--- src/rtl/rsq_pkg.sv ---
package rsq_pkg;

  localparam int unsigned DW     = 64;
  localparam int unsigned EXP_W  = 11;
  localparam int unsigned MAN_W  = 52;
  localparam int unsigned IDX_W  = 5;
  localparam int unsigned MUL_W  = 11;
  localparam int unsigned OFF_W  = 26;
  localparam int unsigned STEP_W = 11;
  localparam int unsigned ACC_W  = 32;
  localparam int unsigned ALIGN  = 26;

  localparam logic [DW-1:0] QNAN_WORD = 64'h7FF8_0000_0000_0000;

  typedef struct packed {
    logic [OFF_W-1:0]  base;
    logic [STEP_W-1:0] slope;
  } seg_t;

  typedef enum logic [2:0] {
    K_ZERO,
    K_NINF,
    K_PINF,
    K_NAN,
    K_NEG,
    K_NORM
  } kind_t;

  // Segment constants, indexed by {exponent lsb, top four mantissa bits}.
  function automatic seg_t seg_lookup(input logic [IDX_W-1:0] sel);
    seg_t r;
    r = '0;
    case (sel)
      5'd0:  r = '{26'h1A7E800, 11'h568};
      5'd1:  r = '{26'h17CB800, 11'h4F3};
      5'd2:  r = '{26'h1552800, 11'h48D};
      5'd3:  r = '{26'h130C000, 11'h435};
      5'd4:  r = '{26'h10F2000, 11'h3E7};
      5'd5:  r = '{26'h0EFF000, 11'h3A2};
      5'd6:  r = '{26'h0D2E000, 11'h365};
      5'd7:  r = '{26'h0B7C000, 11'h32E};
      5'd8:  r = '{26'h09E5000, 11'h2FC};
      5'd9:  r = '{26'h0867000, 11'h2D0};
      5'd10: r = '{26'h06FF000, 11'h2A8};
      5'd11: r = '{26'h05AB800, 11'h283};
      5'd12: r = '{26'h046A000, 11'h261};
      5'd13: r = '{26'h0339800, 11'h243};
      5'd14: r = '{26'h0218800, 11'h226};
      5'd15: r = '{26'h0105800, 11'h20B};
      5'd16: r = '{26'h3FFA000, 11'h7A4};
      5'd17: r = '{26'h3C29000, 11'h700};
      5'd18: r = '{26'h38AA000, 11'h670};
      5'd19: r = '{26'h3572000, 11'h5F2};
      5'd20: r = '{26'h3279000, 11'h584};
      5'd21: r = '{26'h2FB7000, 11'h524};
      5'd22: r = '{26'h2D26000, 11'h4CC};
      5'd23: r = '{26'h2AC0000, 11'h47E};
      5'd24: r = '{26'h2881000, 11'h43A};
      5'd25: r = '{26'h2665000, 11'h3FA};
      5'd26: r = '{26'h2468000, 11'h3C2};
      5'd27: r = '{26'h2287000, 11'h38E};
      5'd28: r = '{26'h20C1000, 11'h35E};
      5'd29: r = '{26'h1F12000, 11'h332};
      5'd30: r = '{26'h1D79000, 11'h30A};
      default: r = '{26'h1BF4000, 11'h2E6};
    endcase
    return r;
  endfunction

endpackage

--- src/rtl/rsq_classify.sv ---
module rsq_classify
  import rsq_pkg::*;
#(
  parameter int unsigned W_EXP = EXP_W,
  parameter int unsigned W_MAN = MAN_W,
  localparam int unsigned W_OP = 1 + W_EXP + W_MAN
) (
  input  logic [W_OP-1:0] op,
  output kind_t           kind,
  output logic [W_OP-1:0] special
);

  logic             sgn;
  logic [W_EXP-1:0] exf;
  logic [W_MAN-1:0] man;
  logic             mag_zero;
  logic             exp_max;
  logic             man_zero;

  assign sgn      = op[W_OP-1];
  assign exf      = op[W_OP-2 -: W_EXP];
  assign man      = op[W_MAN-1:0];
  assign mag_zero = (op[W_OP-2:0] == '0);
  assign exp_max  = (exf == {W_EXP{1'b1}});
  assign man_zero = (man == '0);

  // Priority: zero, infinities, NaN, negative, ordinary.
  always_comb begin
    kind    = K_NORM;
    special = '0;
    if (mag_zero) begin
      kind    = K_ZERO;
      special = {sgn, {W_EXP{1'b1}}, {W_MAN{1'b0}}};
    end else if (exp_max && man_zero) begin
      kind    = sgn ? K_NINF : K_PINF;
      special = sgn ? W_OP'(QNAN_WORD) : '0;
    end else if (exp_max) begin
      kind    = K_NAN;
      special = op;
    end else if (sgn) begin
      kind    = K_NEG;
      special = W_OP'(QNAN_WORD);
    end
  end

endmodule

--- src/rtl/rsq_interp.sv ---
module rsq_interp
  import rsq_pkg::*;
#(
  parameter int unsigned W_IDX  = IDX_W,
  parameter int unsigned W_MUL  = MUL_W,
  parameter int unsigned W_ACC  = ACC_W,
  localparam int unsigned W_PROD = STEP_W + W_MUL
) (
  input  logic [W_IDX-1:0] idx,
  input  logic [W_MUL-1:0] frac,
  output logic [W_ACC-1:0] acc
);

  seg_t              seg;
  logic [W_PROD-1:0] prod;

  always_comb begin
    seg  = seg_lookup(IDX_W'(idx));
    prod = W_PROD'(seg.slope) * W_PROD'(frac);
    acc  = W_ACC'(seg.base) - W_ACC'(prod);
  end

endmodule

--- src/rtl/rsq_assemble.sv ---
module rsq_assemble
  import rsq_pkg::*;
#(
  parameter int unsigned W_EXP = EXP_W,
  parameter int unsigned W_MAN = MAN_W,
  parameter int unsigned W_ACC = ACC_W,
  parameter int unsigned SHIFT = ALIGN,
  localparam int unsigned W_OP = 1 + W_EXP + W_MAN,
  localparam int unsigned W_HI = W_EXP + 1,
  localparam int unsigned W_T  = W_EXP + 2
) (
  input  logic [W_OP-1:0]  op,
  input  logic [W_ACC-1:0] acc,
  output logic [W_OP-1:0]  res
);

  localparam logic [W_T-1:0]  OFS  = W_T'(1021);
  localparam logic [W_HI-1:0] BIAS = W_HI'(1023);

  logic [W_T-1:0]  diff;
  logic [W_HI-1:0] enew;
  logic [W_OP-1:0] frame;
  logic [W_OP-1:0] addend;

  always_comb begin
    // Only the low W_HI bits of the wrapped exponent reach the word.
    diff   = W_T'(op[W_OP-2 -: W_EXP]) - OFS;
    enew   = BIAS - diff[W_T-1:1];
    frame  = {op[W_OP-1] | enew[W_HI-1], enew[W_EXP-1:0], {W_MAN{1'b0}}};
    addend = {{(W_OP-W_ACC){acc[W_ACC-1]}}, acc} << SHIFT;
    res    = frame + addend;
  end

endmodule

--- src/rtl/rsqrt_est.sv ---
module rsqrt_est
  import rsq_pkg::*;
#(
  parameter int unsigned W_EXP = EXP_W,
  parameter int unsigned W_MAN = MAN_W,
  parameter int unsigned W_IDX = IDX_W,
  parameter int unsigned W_MUL = MUL_W,
  parameter int unsigned W_ACC = ACC_W,
  parameter int unsigned SHIFT = ALIGN,
  localparam int unsigned W_OP = 1 + W_EXP + W_MAN
) (
  input  logic            clk,
  input  logic            rst_n,
  input  logic            i_valid,
  input  logic [W_OP-1:0] i_op,
  output logic            o_valid,
  output logic [W_OP-1:0] o_res
);

  logic            rs_a;
  logic            rs_b;
  logic            rst_sync_n;
  kind_t           kind;
  logic [W_OP-1:0] special;
  logic [W_ACC-1:0] acc;
  logic [W_OP-1:0] ordinary;
  logic [W_OP-1:0] res_d;
  logic            vld_d;
  logic            res_en;

  // Reset asserts at once and releases on the clock.
  always_ff @(posedge clk or negedge rst_n) begin
    if (!rst_n) begin
      rs_a <= 1'b0;
      rs_b <= 1'b0;
    end else begin
      rs_a <= 1'b1;
      rs_b <= rs_a;
    end
  end
  assign rst_sync_n = rs_b;

  rsq_classify #(.W_EXP(W_EXP), .W_MAN(W_MAN)) u_cls (
    .op      (i_op),
    .kind    (kind),
    .special (special)
  );

  rsq_interp #(.W_IDX(W_IDX), .W_MUL(W_MUL), .W_ACC(W_ACC)) u_itp (
    .idx  (i_op[W_MAN -: W_IDX]),
    .frac (i_op[W_MAN-W_IDX -: W_MUL]),
    .acc  (acc)
  );

  rsq_assemble #(.W_EXP(W_EXP), .W_MAN(W_MAN), .W_ACC(W_ACC), .SHIFT(SHIFT)) u_asm (
    .op  (i_op),
    .acc (acc),
    .res (ordinary)
  );

  always_comb begin
    res_en = i_valid;
    vld_d  = i_valid;
    res_d  = (kind == K_NORM) ? ordinary : special;
  end

  always_ff @(posedge clk or negedge rst_sync_n) begin
    if (!rst_sync_n) begin
      o_valid <= 1'b0;
      o_res   <= '0;
    end else begin
      o_valid <= vld_d;
      if (res_en) o_res <= res_d;
    end
  end

endmodule

--- config.mk ---
export PLATFORM = sky130hd
export DESIGN_NAME = rsqrt_est
export DESIGN_NICKNAME = d
export VERILOG_FILES = /design/src/rtl/rsq_pkg.sv /design/src/rtl/rsq_classify.sv /design/src/rtl/rsq_interp.sv /design/src/rtl/rsq_assemble.sv /design/src/rtl/rsqrt_est.sv
export SDC_FILE = /design/constraint.sdc
export NUM_CORES = 1
export LEC_CHECK = 0
export BUFFER_PORTS_ARGS = -buffer_cell sky130_fd_sc_hd__buf_2
export CORE_ASPECT_RATIO = 0.6
export CORE_MARGIN = 3
export CORE_UTILIZATION = 40
export DETAILED_ROUTE_END_ITERATION = 16
export PLACE_DENSITY_LB_ADDON = 0.25
export REMOVE_ABC_BUFFERS = 1
export SYNTH_ARGS = -nofsm -noshare
export SYNTH_HDL_FRONTEND = slang
export SYNTH_HIERARCHICAL = 1
export SYNTH_SLANG_ARGS = --single-unit
--- constraint.sdc ---
create_clock -name clk -period 3.8 [get_ports clk]
set_input_delay 0.38 -clock clk [delete_from_list [all_inputs] [get_ports clk]]
set_output_delay 0.38 -clock clk [all_outputs]
set_load 0.02 [all_outputs]
**Yosys cells after proc, flatten, opt, wreduce, memory -nomap -nowiden**

Memory sizes are Yosys's and may differ from the RTL's.
Index checks and enable logic that the tools add are counted.

- Register bits after elaboration: 67
- Memory bits (read-only): 832
- Memories kept: 1
- Logic and storage cells: 26
- Input bits: 67
- Output and inout bits: 65

- Multiplexer cells: 10
- Reductions and logical operators: 3
- Add/sub/neg operators: 4
- Equal/unequal tests: 2
- Multipliers: 1
- Bitwise operators: 1

Memories:

| memory | words | bits a word | rd ports | clocked after memory_dff | wr ports | line | text |
|---|---|---|---|---|---|---|---|
| (no name shown) | 32 | 26 | 1 | 0 | 0 | rsq_pkg.sv:33 | `case (sel)` |

Operator list:

| kind | number |
|---|---|
| 2-to-1 mux 64 bit | 4 |
| adder 64 bit | 1 |
| logical NOT 63 bit | 1 |
| 2-to-1 mux 63 bit | 1 |
| logical NOT 52 bit | 1 |
| subtractor 26 x 22 -> 27 bit | 1 |
| multiplier 11 x 11 -> 22 bit | 1 |
| subtractor 10 x 12 -> 12 bit (first input constant) | 1 |
| subtractor 11 x 10 -> 12 bit (second input constant) | 1 |
| == test 11 bit (second input constant) | 1 |
| 2-to-1 mux 3 bit | 3 |
| == test 3 bit (second input constant) | 1 |
| 2-to-1 mux 2 bit | 1 |
| logical AND 1 bit | 1 |
| 2-to-1 mux 1 bit | 1 |
| bitwise OR 1 bit | 1 |

**Logic depth before layout (Yosys ltp)**

Gate-level depths: netlist of the first run.

- Depth after elaboration: 6
- Depth in mapped cells: 38
- Gate-level depth less buffers: 35

**Cells and area by module**

The synthesis of the first run kept the hierarchy.

Modules (own cells, without submodules):

| module | sequential area each (um2) | cells an instance | area each (um2) | instances |
|---|---|---|---|---|
| rsq_interp | 0.0 | 804 | 5,997.0 | 1 |
| rsqrt_est | 1,676.6 | 354 | 3,011.6 | 1 |
| rsq_assemble | 0.0 | 141 | 1,066.0 | 1 |
| rsq_classify | 0.0 | 108 | 686.9 | 1 |

**Worst setup path before layout of the first run**

OpenSTA, ideal clock, no wires.

- Kind: input to register
- Start: input port i_op[49]
- End: register o_res[60]
- Buffers on the path: 3
- Setup time: 82 ps
- Setup slack: -4,112 ps
- Arrival: 7,830 ps
- Stages on the path: 36
- Required time: 3,718 ps
- Cells stage by stage: clkbuf_1 > inv_1 > ha_1 > or2_2 > clkbuf_1 > nor2_1 > a21oi_1 > o21bai_1 > a21oi_1 > buf_2 > and2_1 > fa_1 > fa_1 > inv_1 > fa_1 > fa_1 > inv_1 > fa_1 > inv_1 > ha_1 > a21oi_1 > o21ai_1 > a21bo_2 > a32oi_1 > a311oi_2 > nor3_1 > ha_1 > inv_1 > fa_1 > nor2b_1 > nor3_2 > o21ai_1 > a221o_1 > xor2_1 > nand2_1 > a31oi_1

- Elaborated cells between the ends (all ways): 13
- Classes of those cells: add/sub: 2; mul: 1; eq/ne: 1; mux: 5; reduce/logical: 3; memory: 1

RTL lines:

| item | line | text |
|---|---|---|
| start: declaration | rsqrt_est.sv:15 | `input logic [W_OP-1:0] i_op,` |
| memory read (32 x 26 bit) (*) | -- |  |
| multiplier 11 x 11 -> 22 bit | rsq_interp.sv:19 | `prod = W_PROD'(seg.slope) * W_PROD'(frac);` |
| subtractor 26 x 22 -> 27 bit (*) | rsq_interp.sv:20 | `acc = W_ACC'(seg.base) - W_ACC'(prod);` |
| named net acc[26] | rsqrt_est.sv:25 | `logic [W_ACC-1:0] acc;` |
| adder 64 bit (*) | rsq_assemble.sv:31 | `res = frame + addend;` |
| named net ordinary[60] | rsqrt_est.sv:26 | `logic [W_OP-1:0] ordinary;` |
| 2-to-1 mux 64 bit (*) | rsqrt_est.sv:64 | `res_d = (kind == K_NORM) ? ordinary : special;` |
| end signal: assignment | rsqrt_est.sv:73 | `if (res_en) o_res <= res_d;` |
| end: declaration | rsqrt_est.sv:17 | `output logic [W_OP-1:0] o_res` |

Mark *: on every way through the listed nets, which the timed path passes. The rest lies on a longest branch.
A chain may end at the register's enable or synchronous reset.

**Worst setup path after layout of the first run**

- Start: input port i_op[48]
- End: register o_res[62]

Same word-level chain as after synthesis.

==> reports/metrics.yaml, run 1 <==
status:
  status: "complete, but fails checks"
  failed_checks: "setup timing"
die:
  coreArea_mm2: 0.0258
  io_pins: 132
  die-area_mm2: 0.0290
  die_width_um: 218
  die_h_um: 133
  start_util_pct: 41.6
  rows: 45
drt:
  drt-initial-drc-count: 910
  drc: 0
  vias: 10631
  routedWlPerCell_um: 17.0
  viasPerCell: 5.13
  postRouteAntennaNets: 0
  finalWirelength_um: 35100
  dr.pass1.iters: 5
setup_path:
  critical_path_class: "in -> reg"
  reg2reg_setup_slack_ps: 2500
  critPathArrivalTime_ps: 7430
  cp_slowest_stage_delay_ps: 560
  critPathCaptureType: "flip-flop"
  required_ps: 4060
  critPathLaunchType: "input port"
  cp_slowest_cell: "fa_1"
  path_max_fanout: 9
yosys:
  synth_top_area_share_pct: 17.3
  yosys_warnings: 6
  ys_seq_area_share_pct: 15.6
  async_flop_share_pct: 100
  synth_area_leaders: "fa_1 (17%), dfrtp_1 (16%), ha_1 (11%)"
  synth_area_mm2: 0.0108
  synthFlopType: "dfrtp_1"
  syn_avg_cell_area_um2: 7.65
  synth_edf_count: 0
  ys_ff_latch: 67
  ys_types: 81
  synth_top_area_cell: "fa_1"
  syn_inst: 1407
placed_design:
  routabilityCongestion: 0.943
  place_hpwl_um: 26400
  io_buffers: 131
  placed_cells: 2003
timing:
  slew_headroom_pct: 39.3
  fin_ws_ps: -3370
  tightest_slew_ps: 910
  setup-violations-final: 35
  max_freq_mhz: 139
  fin_crit_ps: 7170
  final_hold_viol_count: 0
  fin_skew_ps: 3.25
  finalMaxSlewViolations: 0
  tns_ps: -75290
  period_share_pct: 189
  rsz0062_at_grt: "true"
layout:
  layout_commonest_cell: "nand2_1"
  layout_common_cells: "nand2_1 (238), buf_4 (236), inv_1 (139)"
  final_net_count: 1966
  area_growth_pct: 39.4
  finalNonFillerCells: 2072
  antenna-diode-count: 0
  drive_gt1_share_pct: 37.3
  fin_util_pct: 58.0
global_routing:
  grt_pass1_wl_um: 56000
  antenna_found_initial: 0
  grt-ovfl-total: 0
  grtUsageTotal_pct: 23.9
  grt_max_degree: 94
  grt_pass1_vias: 10661
job:
  drv_cap: 0
clock_network:
  cts_tree: "built"
  htree_levels: 3
  clkSlewWorstSetupHoldPaths_ps: 60
  ctsLongestPathBuffers: 2
  cts.sinks: 67
  cts_root_buf: "clkbuf_16"
  numCtsBuffers: 9
  clock_latency_ps: 340
worst_hold_path:
  hold_class: "reg -> async"
==> state kept, by name, indices dropped and copies added, names as in the netlist <==
| register | flops |
|---|---|
| o_valid | 1 |
| rs_a | 1 |
| o_res | 64 |
| rs_b | 1 |
==> repair_timing <==
item / CTS / global route
hold endpoints to repair: 2 / 0
setup buffers: 39 / 17
hold buffers: 1 / 0
setup endpoints to repair: 35 / 35
resized for setup: 223 / 80
pin swaps: 122 / 111
==> synth_stat cells (all sizes together) (8+ instances only) <==
library cell / count
dfrtp: 67
nor3: 13
o211ai: 8
nand2: 250
fa: 93
nand3: 22
xor2: 11
clkbuf: 47
nand4: 12
ha: 91
xnor2: 26
a31oi: 72
or3: 12
o21ai: 42
buf: 96
a21oi: 52
and2: 105
nor4: 17
inv: 156
nor2: 114
a21o: 11
==> path summary, 6_finish.rpt <==
| kind | from | endpoint | depth (start not counted) |
|---|---|---|---|
| hold reg to reg | rs_b$_DFF_PN0_ | o_res[63]$_DFFE_PN0P_ | 0 |
| hold / removal | rs_b$_DFF_PN0_ | o_res[63]$_DFFE_PN0P_ | 0 |
| setup reg to reg | rs_b$_DFF_PN0_ | o_res[27]$_DFFE_PN0P_ | 1 |
| setup / recovery | i_op[48] | o_res[62]$_DFFE_PN0P_ | 37 |
| min in group clk | rs_a$_DFF_PN0_ | rs_b$_DFF_PN0_ | 0 |
| max in group asynchronous | rs_b$_DFF_PN0_ | o_res[27]$_DFFE_PN0P_ | 1 |
==> stage by stage <==
step	hold slack, ps	setup WS (ps)	area, um^2
floorplan	84.4	-4580	9970
global placement	166	-3920	12900
detailed placement	172	-4190	12900
CTS	354	-3190	14500
global route	384	-3640	15000
finish	376	-3370	15000
==> worst max-delay path: cells and delay by family <==
| family | cells | cell delay, ps |
|---|---|---|
| buf+inv | 12 | 1390 |
| compound gates | 10 | 1420 |
| fa+ha+maj | 8 | 2860 |
| xor+xnor | 1 | 170 |
| simple gates | 6 | 1200 |
==> final cells by class <==
type | instances | area, um^2
fill | 2324 | 10800
inverter | 156 | 606
sequential | 67 | 1680
timing repair buffer | 416 | 3090
clock inverter | 6 | 38.8
multi-input combinational | 1065 | 8910
clock buffer | 10 | 239
tap | 352 | 440
==> cells by family after synthesis <==
| family | synth area share, % |
|---|---|
| compound gates | 14.4 |
| buf+inv | 13.6 |
| fa+ha+maj | 27.9 |
| xor+xnor | 3.01 |
| other cells | 0.0698 |
| simple gates | 25.5 |
| flops | 15.6 |
==> metal layers <==
metal | track usage [%] | share of wire (%) | vias up
met3 | 4.96 | 6.5 | 37
met5 | 0 | 0 | -
li1 | - | - | 5141
met2 | 36.4 | 44 | 330
met1 | 35.8 | 49 | 5123
met4 | 3.08 | 0.98 | 0
Power of run 1 is left out: the tool's default activity adds up to more than one toggle a clock period on the data nets, which glitch-free logic cannot reach.
==> run 2: changes to the inputs <==
- PLACE_DENSITY_LB_ADDON: 0.25 -> unset
==> reports/metrics.yaml, run 2 (same netlist as run 1, synthesis figures left out) <==
status:
  status: "complete, but fails checks"
  failed_checks: "setup timing"
clock_network:
  cts_root_buf: "clkbuf_16"
  cts.sinks: 67  # unchanged
  clock_latency_ps: 340  # about the same
  ctsLongestPathBuffers: 2  # unchanged
  numCtsBuffers: 9  # unchanged
  htree_levels: 3  # unchanged
  cts_tree: "built"
  clkSlewWorstSetupHoldPaths_ps: 60  # about the same
pwr:
  p_per_area_mw_per_mm2: 1140
  finalPower_mw: 16.9
  ir_drop_uv: 1190
  combPwrFrac_pct: 88.6
  seq_power_share_pct: 6.0
  power.switching_mw: 7.67
  p_int_mw: 9.27
  p_leak_nw: 7.05
  p_sw_share_pct: 45.3
  clockPowerShare_pct: 5.4
layout:
  area_growth_pct: 38.6
  layout_common_cells: "buf_4 (249), nand2_1 (234), inv_1 (134)"
  multi_input_area_mm2: 0.00867  # -2.7%
  fin_util_pct: 57.7  # -0.32 points
  nFillCells: 2323  # -0.043%
  final_net_count: 1980  # +0.71%
  regArea_mm2: 0.00168  # unchanged
  largest-register: "o_res"
  layout_commonest_cell: "buf_4"
  drive_gt1_share_pct: 36.2  # -1.1 points
  antenna-diode-count: 0  # unchanged
  largest_reg_flops: 64  # unchanged
drt:
  dr.pass1.iters: 5  # unchanged
  viasPerCell: 5.08  # -1.0%
  vias: 10592  # -0.37%
  routedWlPerCell_um: 16.3  # -3.7%
  postRouteAntennaNets: 0  # unchanged
  drt-initial-drc-count: 765  # -16%
  finalWirelength_um: 34100  # -3.0%
  drc: 0  # unchanged
timing:
  fin_crit_ps: 7010  # -156 ps
  holdWs_ps: 349  # -27.1 ps
  max_freq_mhz: 143  # +2.2%
  final_hold_viol_count: 0  # unchanged
  tightest_slew_ps: 1080  # +166 ps
  fin_skew_ps: 7.83  # +4.58 ps
  fin_ws_ps: -3210  # +156 ps
  finalMaxSlewViolations: 0  # unchanged
  period_share_pct: 185  # -4.1 points
  setup-violations-final: 35  # unchanged
  slew_headroom_pct: 28.3  # -11 points
  rsz0062_at_grt: "true"
setup_path:
  critPathLaunchType: "input port"
  r2r_end: "o_res[61]$_DFFE_PN0P_"
  reg2regPathDepth: 1  # unchanged
  cp_top_family: "adder cells"
  path_common_cell: "fa_1"
  path_max_fanout: 6  # -3
  cp_slowest_cell: "fa_1"
  rr_startpoint: "rs_b$_DFF_PN0_"
  critPathArrivalTime_ps: 7270  # -160 ps
  cp_slowest_stage_delay_ps: 540  # -20 ps
  critPathCaptureType: "flip-flop"
  cp_num_buf_inv: 9  # -3
  critical_path_class: "in -> reg"
  required_ps: 4060  # about the same
  reg2reg_setup_slack_ps: 2430  # -70 ps
placed_design:
  post-place-ws_ps: -4200  # -8.49 ps
  io_buffers: 131  # unchanged
  place_hpwl_um: 25800  # -2.4%
  routabilityCongestion: 0.923  # -2.2%
global_routing:
  grt_pass1_wl_um: 55000  # -1.9%
  use_met1_pct: 34.8  # -1.1 points
  grt_pass1_vias: 10495  # -1.6%
  grt_max_degree: 62  # -34%
  gr-usage-met2_pct: 36.5  # +0.053 points
  antenna_found_initial: 0  # unchanged
  grt-ovfl-total: 0  # unchanged
  grt.busiest_layer: "met2"
  gr-usage-met3_pct: 4.57  # -0.39 points
  grtUsageTotal_pct: 23.6  # -0.33 points
die:
  start_util_pct: 41.6  # unchanged
  die_h_um: 133  # unchanged
  io_pins: 132  # unchanged
  coreArea_mm2: 0.0258  # unchanged
  die_width_um: 218  # unchanged
  rows: 45  # unchanged
  die-area_mm2: 0.0290  # unchanged
worst_hold_path:
  hold_class: "in -> async"
job:
  drv_cap: 0  # unchanged
[run 2: changes by cell type in the layout (fill, tap and decap cells not counted), moves of 5 or more]
cell	previous run	this run
fa_1	78	85
ha_4	30	25
nand2_2	10	15
inv_2	12	17
ha_1	57	66
nor2_4	8	3
and2_4	17	6
buf_4	236	249
fa_2	15	8
and2_1	85	96
inv_1	139	134
[run 2: metal layers]
metal,wire length [um],vias up,share of wire [%]
met5,0,-,0
met4,436,0,1.3
met3,1950,38,5.7
met2,15000,316,44
met1,16700,5068,49
li1,-,5170,-
[run 2: worst max-delay path by stage]
stage / startpoint / endpoint / depth (start not counted)
detailed placement: i_op[48] / o_res[60]$_DFFE_PN0P_ / 36
global placement: i_op[48] / o_res[60]$_DFFE_PN0P_ / 36
finish: i_op[49] / o_res[60]$_DFFE_PN0P_ / 35
global route: i_op[49] / o_res[60]$_DFFE_PN0P_ / 35
floorplan: i_op[48] / o_res[60]$_DFFE_PN0P_ / 32
CTS: i_op[49] / o_res[60]$_DFFE_PN0P_ / 35
[run 2: final cells by class]
type	instances	area share, %
Tap cell	352	2.95
Multi-Input combinational cell	1065	58.1
Sequential cell	67	11.2
Inverter	156	4.09
Clock inverter	6	0.595
Timing Repair Buffer	430	21.4
Clock buffer	10	1.53
[run 2: per-stage QoR]
stage / TNS [ps] / std cells / area [um^2]
after global routing: -79920 / 2086 / 14900
after CTS: -71010 / 2077 / 14600
after floorplan: -93100 / 1288 / 9970
final: -71580 / 2086 / 14900
after global placement: -99160 / 2007 / 12900
after detailed placement: -102620 / 2007 / 12900
[run 2: timing repair]
item	in CTS	in global routing
setup buffers	54	10
hold endpoints to repair	2	0
pin swaps	126	54
hold buffers	1	0
endpoints found under the setup margin	35	35
resized for setup	215	51
[run 2: power by group through the flow]
stage	Clock, mW	Combinational (mW)	Sequential [mW]
after floorplan	0	6.37	1.21
after global placement	0	10.9	1.02
after detailed placement	0	11.0	1.02
after CTS	0.935	14.1	1.02
after global routing	0.968	16.5	1.04
final	0.913	15.0	1.02
No activity file was read; power rests on OpenSTA's default activity.
==> run 3: changes to the inputs <==
- CELL_PAD_IN_SITES_DETAIL_PLACEMENT: unset -> 1
- CELL_PAD_IN_SITES_GLOBAL_PLACEMENT: unset -> 2
- CORE_UTILIZATION: 40 -> 38
- PLACE_DENSITY_LB_ADDON: unset -> 0.1
==> reports/metrics.yaml, run 3 (same netlist as run 1, synthesis figures left out) <==
clock_network:
  clock_latency_ps: 350  # about the same
  cts.sinks: 67  # unchanged
  clkSlewWorstSetupHoldPaths_ps: 60  # about the same
  numCtsBuffers: 9  # unchanged
  cts_root_buf: "clkbuf_16"
  htree_levels: 3  # unchanged
  ctsLongestPathBuffers: 2  # unchanged
  cts_tree: "built"
placed_design:
  io_buffers: 131  # unchanged
  routabilityCongestion: 0.905  # -1.9%
  placed_area_mm2: 0.0130  # +0.34%
  place_hpwl_um: 31200  # +21%
setup_path:
  cp_slowest_stage_delay_ps: 610  # +70 ps
  critPathLaunchType: "input port"
  cp_slowest_cell: "fa_1"
  reg2regPathDepth: 0  # -1
  critPathCaptureType: "flip-flop"
  path_common_cell: "fa_1"
  rr_startpoint: "rs_b$_DFF_PN0_"
  reg2reg_setup_slack_ps: 2750  # +320 ps
  path_max_fanout: 5  # -1
  critPathArrivalTime_ps: 7490  # +220 ps
  required_ps: 4070  # about the same
  critical_path_class: "in -> reg"
  r2r_end: "o_res[5]$_DFFE_PN0P_"
layout:
  layout_common_cells: "buf_4 (256), nand2_1 (236), inv_1 (138)"
  largest-register: "o_res"
  largest_reg_flops: 64  # unchanged
  drive_gt1_share_pct: 38.2  # +2.0 points
  area_growth_pct: 42.6
  layout_commonest_cell: "buf_4"
  antenna-diode-count: 0  # unchanged
  multi_input_area_mm2: 0.00885  # +2.1%
  nFillCells: 3361  # +45%
  regArea_mm2: 0.00168  # +0.15%
  fin_area_mm2: 0.0153  # +2.9%
  final_net_count: 2004  # +1.2%
timing:
  finalMaxSlewViolations: 0  # unchanged
  fin_skew_ps: 3.81  # -4.01 ps
  period_share_pct: 190  # +5.5 points
  setup-violations-final: 35  # unchanged
  rsz0062_at_grt: "true"
  slew_headroom_pct: 37.0  # +8.7 points
  final_hold_viol_count: 0  # unchanged
  fin_ws_ps: -3420  # -211 ps
  max_freq_mhz: 138  # -2.9%
  tightest_slew_ps: 943  # -133 ps
  fin_crit_ps: 7220  # +211 ps
die:
  die_h_um: 136  # +2.5%
  rows: 47  # +4.4%
  io_pins: 132  # unchanged
  die_width_um: 223  # +2.5%
  die-area_mm2: 0.0304  # +5.1%
  coreArea_mm2: 0.0277  # +7.2%
  start_util_pct: 38.9  # -2.8 points
drt:
  finalWirelength_um: 43000  # +26%
  postRouteAntennaNets: 0  # unchanged
  vias: 11046  # +4.3%
  dr.pass1.iters: 5  # unchanged
  viasPerCell: 5.20  # +2.4%
  routedWlPerCell_um: 20.2  # +24%
  drt-initial-drc-count: 592  # -23%
  drc: 0  # unchanged
global_routing:
  grt-ovfl-total: 0  # unchanged
  grt_pass1_vias: 11772  # +12%
  grtUsageTotal_pct: 27.2  # +3.6 points
  grt_max_degree: 66  # +6.5%
  grt_pass1_wl_um: 65300  # +19%
  antenna_found_initial: 0  # unchanged
status:
  failed_checks: "setup timing"
  status: "complete, but fails checks"
job:
  drv_cap: 0  # unchanged
worst_hold_path:
  hold_class: "in -> async"
-- run 3: how the worst max path moves through the flow --
| stage | start | endpoint | slack [ps] | cells after the start |
|---|---|---|---|---|
| 6_report | i_op[48] | o_res[62]$_DFFE_PN0P_ | -3420 | 36 |
| 5_1_grt | i_op[49] | o_res[61]$_DFFE_PN0P_ | -3650 | 35 |
| 4_1_cts | i_op[49] | o_res[60]$_DFFE_PN0P_ | -3140 | 35 |
| 3_5_place_dp | i_op[49] | o_res[60]$_DFFE_PN0P_ | -4220 | 32 |
| 3_3_place_gp | i_op[48] | o_res[60]$_DFFE_PN0P_ | -3940 | 36 |
| 2_1_floorplan | i_op[48] | o_res[60]$_DFFE_PN0P_ | -4580 | 32 |
-- run 3: layout make-up --
type,count,share of cell area [%]
Inverter,156,3.91
Multi-Input combinational cell,1065,57.7
Clock inverter,7,0.448
Clock buffer,9,1.47
Tap cell,367,2.99
Timing Repair Buffer,454,22.6
Sequential cell,67,10.9
-- run 3: stage by stage --
| step | setup WS, ps | instances | utilization [%] | setup TNS [ps] | hold slack, ps |
|---|---|---|---|---|---|
| finish | -3420 | 2125 | 55.4 | -78430 | 336 |
| detailed placement | -4220 | 2026 | 46.8 | -102000 | 171 |
| global route | -3650 | 2125 | 55.4 | -85400 | 342 |
| floorplan | -4580 | 1288 | - | -93100 | 84.4 |
| CTS | -3140 | 2098 | 53.2 | -71880 | 322 |
| global placement | -3940 | 2026 | 46.8 | -97060 | 167 |
-- run 3: repair_timing --
action | CTS | global route
buffers inserted | 56 | 32
setup endpoints to repair | 35 | 35
cloned | 0 | 0
hold buffers | 1 | 0
endpoints found under the hold margin | 2 | 0
resized for setup | 223 | 87
pin swaps | 117 | 83
-- run 3: routing by layer --
metal | global-route usage (%) | part of all wire (%) | wire length (um) | vias to the layer above
li1 | - | - | - | 5231
met1 | 39.5 | 49 | 21100 | 5543
met2 | 43.6 | 46 | 19600 | 216
met3 | 3.84 | 3.3 | 1440 | 56
met4 | 5.22 | 1.8 | 754 | 0
met5 | 0 | 0 | 0 | -
-- run 3: worst max-delay path, delay by kind of cell --
kind,cells,cell delay [ps]
AND/OR/NAND/NOR,8,1220
XOR/XNOR,1,200
AO/OA/AOI/OAI,10,1340
buffers and inverters,8,820
adder cells (fa/ha/maj),9,3540
Power of run 3 is left out for the same reason.
